**src/rtl/irda_rx_pkg.sv**
```systemverilog
package irda_rx_pkg;
  localparam int unsigned DEF_CNT_W = 4;
  localparam int unsigned DEF_SYNC  = 2;

  typedef struct packed {
    logic accept;  // falling edge taken inside open window
    logic update;  // counter stepping onto the mid-cell point
  } irda_evt_t;
endpackage

```
**src/rtl/irda_rx_sync.sv**
```systemverilog
module irda_rx_sync #(
  parameter int unsigned STAGES = 2
) (
  input  logic clk,
  input  logic rst_n,
  input  logic din,
  output logic fall
);
  localparam int unsigned LEN = STAGES + 1;

  logic [LEN-1:0] chain_q;
  logic [LEN-1:0] chain_d;

  always_comb begin
    chain_d[0] = din;
  end

  for (genvar i = 1; i < LEN; i++) begin : g_stage
    always_comb begin
      chain_d[i] = chain_q[i-1];
    end
  end

  always_ff @(posedge clk or negedge rst_n) begin
    if (!rst_n) chain_q <= '1;
    else        chain_q <= chain_d;
  end

  assign fall = chain_q[LEN-1] & ~chain_q[LEN-2];
endmodule

```
**src/rtl/irda_rx_timer.sv**
```systemverilog
module irda_rx_timer
  import irda_rx_pkg::*;
#(
  parameter int unsigned CNT_W = DEF_CNT_W
) (
  input  logic             clk,
  input  logic             rst_n,
  input  logic             en,
  input  logic             tick,
  input  logic             fall,
  output irda_evt_t        evt,
  output logic [CNT_W-1:0] cnt,
  output logic             win_open
);
  localparam int unsigned CELL   = 1 << CNT_W;
  localparam int unsigned MID    = CELL / 2;
  localparam int unsigned WIN_AT = (CELL * 3) / 4;
  localparam logic [CNT_W-1:0] MID_M1 = CNT_W'(MID - 1);
  localparam logic [CNT_W-1:0] WIN_V  = CNT_W'(WIN_AT);

  logic [CNT_W-1:0] cnt_q, cnt_d;
  logic             win_q, win_d;
  logic             accept;
  logic [CNT_W-1:0] cnt_inc;

  always_comb begin
    accept  = en & fall & win_q;
    cnt_inc = cnt_q + 1'b1;
    cnt_d   = cnt_q;
    win_d   = win_q;
    if (!en) begin
      cnt_d = '0;
      win_d = 1'b1;
    end else if (accept) begin
      cnt_d = '0;
      win_d = 1'b0;
    end else if (tick) begin
      cnt_d = cnt_inc;
      if (cnt_inc == WIN_V) win_d = 1'b1;
    end
  end

  always_ff @(posedge clk or negedge rst_n) begin
    if (!rst_n) begin
      cnt_q <= '0;
      win_q <= 1'b1;
    end else begin
      cnt_q <= cnt_d;
      win_q <= win_d;
    end
  end

  assign evt.accept = accept;
  assign evt.update = en & tick & ~accept & (cnt_q == MID_M1);
  assign cnt        = cnt_q;
  assign win_open   = win_q;
endmodule

```
**src/rtl/irda_rx_out.sv**
```systemverilog
module irda_rx_out
  import irda_rx_pkg::*;
(
  input  logic      clk,
  input  logic      rst_n,
  input  logic      en,
  input  irda_evt_t evt,
  output logic      rxd,
  output logic      pulse_seen
);
  logic rxd_q, rxd_d;
  logic seen_q, seen_d;

  always_comb begin
    rxd_d  = rxd_q;
    seen_d = seen_q;
    if (!en) begin
      rxd_d  = 1'b1;
      seen_d = 1'b0;
    end else if (evt.accept) begin
      seen_d = 1'b1;
    end else if (evt.update) begin
      rxd_d  = ~seen_q;
      seen_d = 1'b0;
    end
  end

  always_ff @(posedge clk or negedge rst_n) begin
    if (!rst_n) begin
      rxd_q  <= 1'b1;
      seen_q <= 1'b0;
    end else begin
      rxd_q  <= rxd_d;
      seen_q <= seen_d;
    end
  end

  assign rxd        = rxd_q;
  assign pulse_seen = seen_q;
endmodule

```
**src/rtl/irda_rx_decoder.sv**
```systemverilog
module irda_rx_decoder
  import irda_rx_pkg::*;
#(
  parameter int unsigned CNT_W     = DEF_CNT_W,
  parameter int unsigned SYNC_STGS = DEF_SYNC
) (
  input  logic clk,
  input  logic rst_n,
  input  logic rx_en,
  input  logic baud_tick,
  input  logic ir_rx,
  output logic rxd
);
  logic [1:0]       rst_sync_q;
  logic             rst_n_s;
  logic             ir_fall;
  irda_evt_t        evt;
  logic [CNT_W-1:0] cell_cnt;
  logic             win_open;
  logic             pulse_seen;

  // asynchronous assertion, synchronous release
  always_ff @(posedge clk or negedge rst_n) begin
    if (!rst_n) rst_sync_q <= 2'b00;
    else        rst_sync_q <= {rst_sync_q[0], 1'b1};
  end
  assign rst_n_s = rst_sync_q[1];

  irda_rx_sync #(.STAGES(SYNC_STGS)) u_sync (
    .clk  (clk),
    .rst_n(rst_n_s),
    .din  (ir_rx),
    .fall (ir_fall)
  );

  irda_rx_timer #(.CNT_W(CNT_W)) u_timer (
    .clk     (clk),
    .rst_n   (rst_n_s),
    .en      (rx_en),
    .tick    (baud_tick),
    .fall    (ir_fall),
    .evt     (evt),
    .cnt     (cell_cnt),
    .win_open(win_open)
  );

  irda_rx_out u_out (
    .clk       (clk),
    .rst_n     (rst_n_s),
    .en        (rx_en),
    .evt       (evt),
    .rxd       (rxd),
    .pulse_seen(pulse_seen)
  );
endmodule

```
**config.mk**
```make
export PLATFORM = sky130hd
export DESIGN_NAME = irda_rx_decoder
export DESIGN_NICKNAME = d
export VERILOG_FILES = /design/src/rtl/irda_rx_pkg.sv /design/src/rtl/irda_rx_sync.sv /design/src/rtl/irda_rx_timer.sv /design/src/rtl/irda_rx_out.sv /design/src/rtl/irda_rx_decoder.sv
export SDC_FILE = /design/constraint.sdc
export NUM_CORES = 1
export LEC_CHECK = 0
export ABC_AREA = 0
export BUFFER_PORTS_ARGS = -buffer_cell sky130_fd_sc_hd__buf_2
export CORE_AREA = 3 3 40 42
export DETAILED_ROUTE_END_ITERATION = 6
export DIE_AREA = 0 0 43 45
export PLACE_DENSITY = 0.67
export SETUP_SLACK_MARGIN = 0.1
export SYNTH_ARGS = -nofsm -noshare
export SYNTH_HDL_FRONTEND = slang
export SYNTH_HIERARCHICAL = 1
export SYNTH_SLANG_ARGS = --single-unit
```
**constraint.sdc**
```tcl
create_clock -name clk -period 2.15 [get_ports clk]
set_clock_uncertainty 0.2 [all_clocks]
set_input_delay 0.43 -clock clk [delete_from_list [all_inputs] [get_ports clk]]
set_output_delay 0.43 -clock clk [all_outputs]
set_load 0.03 [all_outputs]
```
# Word level (Yosys, flattened, before mapping)
# Index checks and enable logic that the tools add are counted.
# op_classes
order_cmp	0
n_div	0
bitwise_logic	9
n_mul	0
add_sub_neg	1
n_shift	0
n_eq_ne	7
n_reduce_logical	2
mux	13
# ops
operator	count
$mux W4	3
$mux W1	10
$ne A3 B1 Y1 const B	3
$and A1 B1 Y1	6
$add A4 B1 Y4 const B	1
$eq A4 B3 Y1 const B	1
$eq A4 B4 Y1 const B	1
$reduce_and A2 Y1	2
$not A1 Y1	3
$ne A2 B1 Y1 const B	1
$ne A2 B2 Y1 const B	1
# totals
romBits	0
ramBits	0
latchBits	0
in_bits	5
output_inout_bits	1
elab_cells	38
regBits	12
mem_count	0

# Depth between registers and ports, before layout
# Gate-level depths: netlist (run 1).
# depth
word_depth	10
depth_mapped	6
ltp_nobuf	6

# Cells and area by module
# Netlist (run 1), hierarchy kept.
# by_module_without_submodules
mod	cells_each	area_per_inst_um2	n_inst	seq_area_each_um2
irda_rx_timer	29	286.5	1	126.4
irda_rx_out	8	100.1	1	51.3
irda_rx_sync	4	92.6	1	78.8
irda_rx_decoder	3	53.8	1	50.0

# Least setup slack after synthesis (run 1)
# No wires, ideal clock.
# synth_path
kind	reg-to-reg
from	register u_sync.chain_q[1]
to	register u_out.rxd_q, in the netlist u_out/rxd
setup_ns	0.075
path_buffers	0
path_slack_ns	0.426
t_arrival_ns	1.449
stages_incl_launch_ff	7
cell_sequence	dfstp_2 -> nor2b_4 -> nand2_1 -> nand2_1 -> nor4_1 -> or3b_1 -> o211ai_2
# synth_rtl
item	line_no	source
start, declared	irda_rx_sync.sv:11	logic [LEN-1:0] chain_q;
start signal, assigned	irda_rx_sync.sv:26	else chain_q <= chain_d;
end signal, assigned	irda_rx_out.sv:33	rxd_q <= rxd_d;
end, declared	irda_rx_out.sv:11	logic rxd_q, rxd_d;

==> results.cfg, run 1 <==
[critical_path]
cp-start-kind = flip-flop
crit_path_max_fanout = 5
cpPeakStageDelay_ns = 0.56
cpMostUsedCell = nand2_1
slowest_stage = dfstp_2
cp-end-kind = flip-flop
worstPathCellList = nor2b_4 > nand2_1 > nand2_1 > nor4_2 > or3b_1 > o211ai_2
arrival_ns = 1.82
required_ns = 2.16
criticalPathCategory = reg2reg

[detailed_routing]
ant_nets = 0
wl_per_cell_um = 11.1
firstDrtPassIters = 2
drtIter0Drc = 2
drc_errors = 0
via_count = 332
wl_um = 763
viasPerCell = 4.81

[power_and_ir_drop]
vdd_drop_max_mv = 0.265
p_int_w = 0.000356
comb_power_share_pct = 6.4
clockPowerShare_pct = 38.7
power_switching_w = 0.0000951
p_leak_nw = 0.299
switching_share_pct = 21.1
pwr_density_cell_nw_per_um2 = 714
pwr-share-seq_pct = 55.0

[timing]
timing.setup.tns_ns = 0
setup_viol = 0
min_period_ns = 1.81
report.final.slew_viol_count = 0
finalHoldViolCount = 0
layout_setup_ws_ns = 0.339
fmax_ghz = 0.552
rsz0062_at_grt = no
fin_crit_sh_pct = 84.2

[placed_design]
placed_cell_area_um2 = 569
portBuffers = 5
hpwlAfterDp_um = 538
dp.cells = 63
place_ws_ns = 0.246
gp_congestion = 0.737

[synthesis]
ys_seq_area_share_pct = 57.5
synthesis.nets = 51
post_synth.cell_area_avg_um2 = 12.1
ys_warn_count = 6
yosysTopAreaCell = dfrtp_1
synth_seq_cells = 12
syn_area_um2 = 533
synthTopCellsByArea = dfrtp_1 (33%), dfstp_2 (25%), xor2_1 (4.9%), ha_1 (4.7%), xnor2_1 (3.3%)
synthCells = 44
synthDistinctLibCells = 23
synth_top_area_share_pct = 32.9

[global_routing]
grt_max_degree = 8
track_usage_pct = 11.3
grt_overflow_total = 0
grt_antenna_before_repair = 0
grt_pass1_vias = 337
grt_pass1_wl_um = 1480

[status]
status = complete, no violations

[cells_and_area]
regArea_um2 = 307
synthToLayoutAreaGrowth_pct = 18.5
antennaDiodeCount = 0
nFillCells = 123
nets = 62
multi_input_area_um2 = 218
fin_area_um2 = 632
final_cells = 69
drive_above_1_share_pct = 33.3

[floorplan]
chipHeight_um = 45
rows = 13
io_pins = 6
core_area_um2 = 1280
die-area_um2 = 1940
start_util_pct = 41.5
die_w_um = 43

[clock_network]
clock-sinks = 12
cts_tree = yes
cts_buffer_depth = 2
cts_setup_buffers = 0
cts-htree-levels = 1
cts-root-buf = clkbuf_4
clk_pin_slew_worst_paths_ns = 0.07
insertion_delay_ns = 0.27
cts_buffers = 3

[job]
cap_viol_max_count = 0

[hold_path]
hp-class = in2reg
[power groups by stage]
stage	Combinational [W]	Sequential, W	Clock (W)
floorplan	0.0000161	0.000251	0
global placement	0.0000232	0.000253	0
detailed placement	0.0000240	0.000254	0
CTS	0.0000287	0.000248	0.000187
global route	0.0000334	0.000250	0.000201
finish	0.0000287	0.000248	0.000175
[metrics by stage]
step	total power (W)	hold WS [ns]	utilization, %
after floorplan	0.000267	-0.0829	-
after detailed placement	0.000278	-0.0340	44.3
after CTS	0.000464	0.0366	48.7
after global placement	0.000276	-0.0349	44.3
final	0.000451	0.0518	49.2
after global routing	0.000484	0.0283	49.2
[placed cells by master, fill, tap and decap left out, drive strengths merged]
| cell | Yosys | layout |
|---|---|---|
| dfrtp | 7 | 7 |
| buf | 1 | 5 |
| dfstp | 5 | 5 |
| nor2 | 4 | 4 |
| clkbuf | 0 | 4 |
| nand2 | 3 | 3 |
| xor2 | 3 | 3 |
| dlygate4sd3 | 0 | 2 |
| inv | 2 | 2 |
| xnor2 | 2 | 2 |
| nand3 | 2 | 2 |
| ha | 2 | 2 |
| and2b | 2 | 2 |
| conb | 1 | 1 |
| or3b | 1 | 1 |
| o211ai | 1 | 1 |
| o21a | 1 | 1 |
| nor2b | 1 | 1 |
| and3 | 1 | 1 |
| nor4 | 1 | 1 |
| mux2i | 1 | 1 |
| nand4 | 1 | 1 |
| nand2b | 1 | 1 |
| o311ai | 1 | 1 |
[cell usage after synthesis, drive strengths merged]
library cell	count
and2b	2
and3	1
buf	1
conb	1
dfrtp	7
dfstp	5
ha	2
inv	2
mux2i	1
nand2	3
nand2b	1
nand3	2
nand4	1
nor2	4
nor2b	1
nor4	1
o211ai	1
o21a	1
o311ai	1
or3b	1
xnor2	2
xor2	3
[cell type report]
cell class | instances | area share [%]
clock buffers | 4 | 5.74
inverters | 2 | 1.19
multi-input cells | 29 | 34.5
flip-flops and latches | 12 | 48.5
well taps | 15 | 2.97
repair buffers | 7 | 7.13
[worst max-delay path, delay by kind of cell (launching register included)]
family,cells,cell delay (ns)
and+or+nand+nor,5,0.91
DFF,1,0.56
AOI/OAI and AO/OA,1,0.08
[routing by layer]
metal	track usage [%]	wire length, um	vias up
met5	0	0	-
met4	7.23	15	0
met3	7.17	48	2
met2	17.7	372	6
met1	11.2	326	160
li1	-	-	164
[registers in the layout, indices dropped and copies added (netlist names)]
register and cells:
rst_sync_q 2, u_out/pulse_seen 1, u_out/rxd 1, u_sync/chain_q 3, u_timer/cnt 4, u_timer/win_open 1
[final timing paths]
check,startpoint,to,slack [ns],cells after the start
max in group asynchronous,rst_sync_q[1],u_timer/cnt[2],0.93,1
min in group asynchronous,rst_sync_q[1],u_timer/win_open,0.11,0
worst min register to register,rst_sync_q[1],u_timer/win_open,0.11,0
worst max-delay path,u_sync/chain_q[1],u_out/rxd,0.34,6
worst min-delay path,ir_rx,u_sync/chain_q[0],0.05,1
worst max register to register,u_sync/chain_q[1],u_out/rxd,0.34,6
[timing repair]
item,CTS,global route
hold endpoints to repair,7,0
hold buffers,2,0
resized for setup,0,1
setup endpoints to repair,0,1
[kinds of logic (layout without fill, tap and decap cells)]
| kind of cell | count (synthesis) | count (layout) | synth area share (%) |
|---|---|---|---|
| multiplexers | 1 | 1 | 1.88 |
| flip-flops | 12 | 12 | 57.5 |
| other | 1 | 1 | 0.704 |
| adder cells (fa/ha/maj) | 2 | 2 | 4.69 |
| XOR/XNOR | 5 | 5 | 8.22 |
| AND/OR/NAND/NOR | 17 | 17 | 18.8 |
| AO/OA/AOI/OAI | 3 | 3 | 5.40 |
| buffers and inverters | 3 | 13 | 2.82 |
(Power assumes the default switching activity.)
==> inputs of run 2 (changes only) <==
- ABC_AREA: 0 -> 1
- PLACE_DENSITY: 0.67 -> 0.68
- clock period: 2.15 -> 1.75 ns (I/O delays scaled with it)
==> run 2 against run 1 <==
Sequential share of layout area shrank 2.5 points. Critical endpoint unchanged. Largest cell class unchanged. Global-route usage shrank 0.86 points. Sequential cell count is the same. Final area grew 5.3%. Core utilization grew 2.6 points.
==> results.cfg, run 2 <==
[synthesis]
synthCells = 59
synthesis.nets = 66
syn_area_um2 = 546
synth_common_cells = nand2_1 (16), dfrtp_1 (7), inv_1 (7), nor2_1 (6), dfstp_2 (5)
synth_most_common_cell = nand2_1
ys_seq_area_share_pct = 56.2
synthTopCellsByArea = dfrtp_1 (32%), dfstp_2 (24%), nand2_1 (11%), inv_1 (4.8%), ha_1 (4.6%)
yosysTopAreaCell = dfrtp_1
ys_warn_count = 6
synthDistinctLibCells = 17
synth-edff-count = 0
synth_flop_cell = dfrtp_1
synth_top_area_share_pct = 32.1
async_flop_share_pct = 100
post_synth.cell_area_avg_um2 = 9.25
synth_seq_cells = 12

[job]
cap_viol_max_count = 0

[cells_and_area]
final_cells = 86
antennaDiodeCount = 0
layout_common_cells = nand2_1 (14), dfrtp_1 (7), inv_1 (7)
drive_above_1_share_pct = 33.8
final_common_cell = nand2_1
final_core_util_pct = 51.8
synthToLayoutAreaGrowth_pct = 22.0
nets = 79
largest_reg_flops = 4

[floorplan]
die_w_um = 43
rows = 13
start_util_pct = 42.5
io_pins = 6
chipHeight_um = 45
die-area_um2 = 1940
core_area_um2 = 1280

[power_and_ir_drop]
pwr_density_cell_nw_per_um2 = 866
vdd_drop_max_mv = 0.466
p_leak_nw = 0.321

[detailed_routing]
wl_per_cell_um = 9.65
via_count = 396
drc_errors = 0
drtIter0Drc = 3
ant_nets = 0
firstDrtPassIters = 2
viasPerCell = 4.60
wl_um = 830

[critical_path]
criticalPathCategory = reg2reg
cpLargestDelayFamily = simple AND/OR/NAND/NOR gates
crit_path_max_fanout = 3
cp-end-kind = flip-flop
cpPeakStageDelay_ns = 0.54
cp-start-kind = flip-flop
worst-path-buf-inv = 2
cpMostUsedCell = nand2_1
required_ns = 1.75
arrival_ns = 1.56
worstPathCellList = nor2_2 > nand2_2 > nand2_2 > nor2_4 > inv_1 > nor3_2 > inv_1 > nand2_1 > nand2_1 > nand2_1 > nand2_1
slowest_stage = dfstp_2

[clock_network]
cts_buffer_depth = 2
clock-sinks = 12
insertion_delay_ns = 0.26
cts-root-buf = clkbuf_4
cts_buffers = 3
clk_pin_slew_worst_paths_ns = 0.08
cts_tree = yes
cts-htree-levels = 1

[timing]
fmax_ghz = 0.641
report.final.slew_viol_count = 0
rsz0062_at_grt = yes
timing.setup.tns_ns = 0
min_period_ns = 1.56
holdWs_ns = 0.111
finalHoldViolCount = 0
fin_crit_sh_pct = 89.2
layout_setup_ws_ns = 0.189
setup_viol = 0

[global_routing]
track_usage_pct = 10.4
grt_antenna_before_repair = 0
grt_overflow_total = 0
grt_pass1_vias = 372
grt_max_degree = 8
grt_pass1_wl_um = 1470

[placed_design]
dp.cells = 78
portBuffers = 5
gp_congestion = 0.814
hpwlAfterDp_um = 629
place_ws_ns = 0.130

[status]
status = complete, no violations

[hold_path]
hp-class = reg2async
## run 2: changes by cell type after synthesis, sizes merged, moves of 2 or more
| cell | delta |
|---|---|
| inv | +5 |
| nor2 | +4 |
| xor2 | -3 |
| nand2 | +15 |
| xnor2 | -2 |
| and2b | -2 |
| a21oi | +2 |
| nor3 | +2 |
## run 2: stage by stage
step,area (um^2),power [W]
finish,666,0.000576
global route,666,0.000610
CTS,648,0.000584
detailed placement,582,0.000357
global placement,582,0.000355
floorplan,546,0.000342
## run 2: layer usage
metal | vias up | global-route usage, % | share of wire, %
met5 | - | 0 | 0
met1 | 190 | 12.9 | 49
met2 | 2 | 16.2 | 49
met4 | 0 | 5.42 | 0
li1 | 204 | - | -
met3 | 0 | 3.59 | 2.0
## run 2: power by group
group | total (W) | internal [W] | leakage (nW) | switching (W)
Combinational | 0.0000531 | 0.0000222 | 0.155 | 0.0000309
Clock | 0.000215 | 0.000126 | 0.0210 | 0.0000886
Sequential | 0.000309 | 0.000297 | 0.144 | 0.0000113
Total | 0.000576 | 0.000446 | 0.321 | 0.000131
## run 2: worst paths after layout
path                                         from                to  slack (ns)  cells after the start
worst min-delay path                rst_sync_q[1]  u_timer/win_open        0.11                      0
worst max-delay path            u_sync/chain_q[1]         u_out/rxd        0.19                     11
worst max register to register  u_sync/chain_q[1]         u_out/rxd        0.19                     11
min in group clk                    rst_sync_q[0]     rst_sync_q[1]        0.15                      0
max in group asynchronous           rst_sync_q[1]  u_out/pulse_seen        0.52                      1
worst min register to register      rst_sync_q[1]  u_timer/win_open        0.11                      0
## run 2: cell families after synthesis
kind of cell    count (synthesis)  share of synthesized area (%)
simple gates                   32                           27.3
flops                          12                           56.2
buf+inv                         8                           6.19
compound gates                  4                           5.04
fa+ha+maj                       2                           4.59
other cells                     1                          0.687
## run 2: layout make-up
cell class / count / area [um^2]
fillers: 121 / 619
flip-flops and latches: 12 / 307
multi-input cells: 39 / 215
repair buffers: 9 / 62.6
clock buffers: 4 / 36.3
inverters: 7 / 26.3
well taps: 15 / 18.8
## run 2: repair_timing
action,4_1_cts,5_1_grt
hold buffers,3,0
resized for setup,0,3
endpoints found under the setup margin,0,2
setup buffers,0,1
endpoints found under the hold margin,8,0
==> inputs of run 3 (changes only) <==
- ABC_AREA: 1 -> 0
- PLACE_DENSITY: 0.68 -> 0.67
==> run 3 against run 2 <==
First-iteration DRC count fell by 33%. Die area did not move. Critical path type unchanged. Largest power group unchanged. Core utilization rose by 0.97 points. Power fell by 0.35%.
==> results.cfg, run 3 (synthesis results as in run 1) <==
[power_and_ir_drop]
power.total_w = 0.000574
pwr-share-seq_pct = 52.7
comb_power_share_pct = 8.4
power_switching_w = 0.000129
clockPowerShare_pct = 38.9
p_leak_nw = 0.320
pwr_density_cell_nw_per_um2 = 847
vdd_drop_max_mv = 0.602
switching_share_pct = 22.5
p_int_w = 0.000445

[clock_network]
clock-sinks = 12
cts_tree = yes
cts-root-buf = clkbuf_4
cts_buffer_depth = 2
insertion_delay_ns = 0.28
cts-htree-levels = 1
clk_pin_slew_worst_paths_ns = 0.08
cts_buffers = 3

[global_routing]
track_usage_pct = 11.1
grt_overflow_total = 0
grt_antenna_before_repair = 0
grt_pass1_wl_um = 1460
grt_max_degree = 8
grt_pass1_vias = 353

[detailed_routing]
ant_nets = 0
wl_um = 887
wl_per_cell_um = 12.2
via_count = 358
viasPerCell = 4.90
drtIter0Drc = 2
firstDrtPassIters = 4
drc_errors = 0

[critical_path]
slowest_stage = or3b_1
crit_path_max_fanout = 3
cpLargestDelayFamily = simple AND/OR/NAND/NOR gates
arrival_ns = 1.65
worst-path-buf-inv = 0
path_depth = 5
worstPathCellList = ha_1 > nand2_2 > nor4_4 > or3b_1 > o211ai_2
cp-end-kind = flip-flop
criticalPathCategory = reg2reg
cp-start-kind = flip-flop
worstRegToRegCells = 5
cpPeakStageDelay_ns = 0.39
required_ns = 1.76

[hold_path]
hp-class = in2reg
whs_path_depth = 2

[floorplan]
die-area_um2 = 1940
core_area_um2 = 1280
rows = 13
io_pins = 6
start_util_pct = 41.5
chipHeight_um = 45
die_w_um = 43

[cells_and_area]
nFillCells = 113
multi_input_area_um2 = 231
synthToLayoutAreaGrowth_pct = 27.2
nets = 66
largest_reg_flops = 4
antennaDiodeCount = 0
final_core_util_pct = 52.8
regArea_um2 = 307
layout_common_cells = dfrtp_1 (7), buf_2 (5), dfstp_2 (5)
final_common_cell = dfrtp_1
drive_above_1_share_pct = 39.7

[timing]
fmax_ghz = 0.610
min_period_ns = 1.64
report.final.slew_viol_count = 0
timing.setup.tns_ns = 0
rsz0062_at_grt = yes
fin_crit_sh_pct = 93.7
finalHoldViolCount = 0
setup_viol = 0

[status]
status = complete, no violations

[placed_design]
hpwlAfterDp_um = 590
gp_congestion = 0.709
portBuffers = 5

[job]
cap_viol_max_count = 0
-- run 3: final timing paths --
check | slack (ns) | end | startpoint
hold reg to reg | 0.15 | u_timer/win_open | rst_sync_q[1]
hold / removal | 0.09 | u_out/rxd | rx_en
setup / recovery | 0.11 | u_out/rxd | u_timer/cnt[0]
min in group asynchronous | 0.15 | u_timer/win_open | rst_sync_q[1]
max in group asynchronous | 0.49 | u_timer/cnt[1] | rst_sync_q[1]
setup reg to reg | 0.11 | u_out/rxd | u_timer/cnt[0]
-- run 3: metrics by stage --
step                std cells  hold slack, ns  cell area, um^2  setup slack, ns
floorplan                  44          -0.146              539            0.122
global route               73          0.0976              678           0.0395
finish                     73          0.0925              678            0.110
global placement           66         -0.0652              598            0.131
detailed placement         66         -0.0643              598            0.101
CTS                        73          0.0833              664           0.0880
-- run 3: power by group through the flow --
stage | clock (W) | sequential (W) | combinational, W
after global placement | 0 | 0.000309 | 0.0000390
final | 0.000224 | 0.000302 | 0.0000484
after CTS | 0.000233 | 0.000303 | 0.0000469
after detailed placement | 0 | 0.000310 | 0.0000395
after floorplan | 0 | 0.000308 | 0.0000201
after global routing | 0.000249 | 0.000304 | 0.0000545
-- run 3: layout make-up --
type                            count  area share (%)
Inverter                            2            1.11
Sequential cell                    12            45.2
Clock buffer                        4            5.35
Tap cell                           15            2.77
Multi-Input combinational cell     29            34.1
Timing Repair Buffer               11            11.4
-- run 3: per-layer routing --
layer,share of wire [%],routed length [um],GRT usage (%)
met1,42,370,12.7
met2,51,450,16.2
met3,6.1,54,7.17
met4,1.4,12,5.42
met5,0,0,0
-- run 3: timing repair --
action	4_1_cts	5_1_grt
setup buffers	0	0
gates resized for setup	0	3
pin swaps	0	0
hold buffers	3	0
hold endpoints to repair	8	0
setup endpoints to repair	1	2
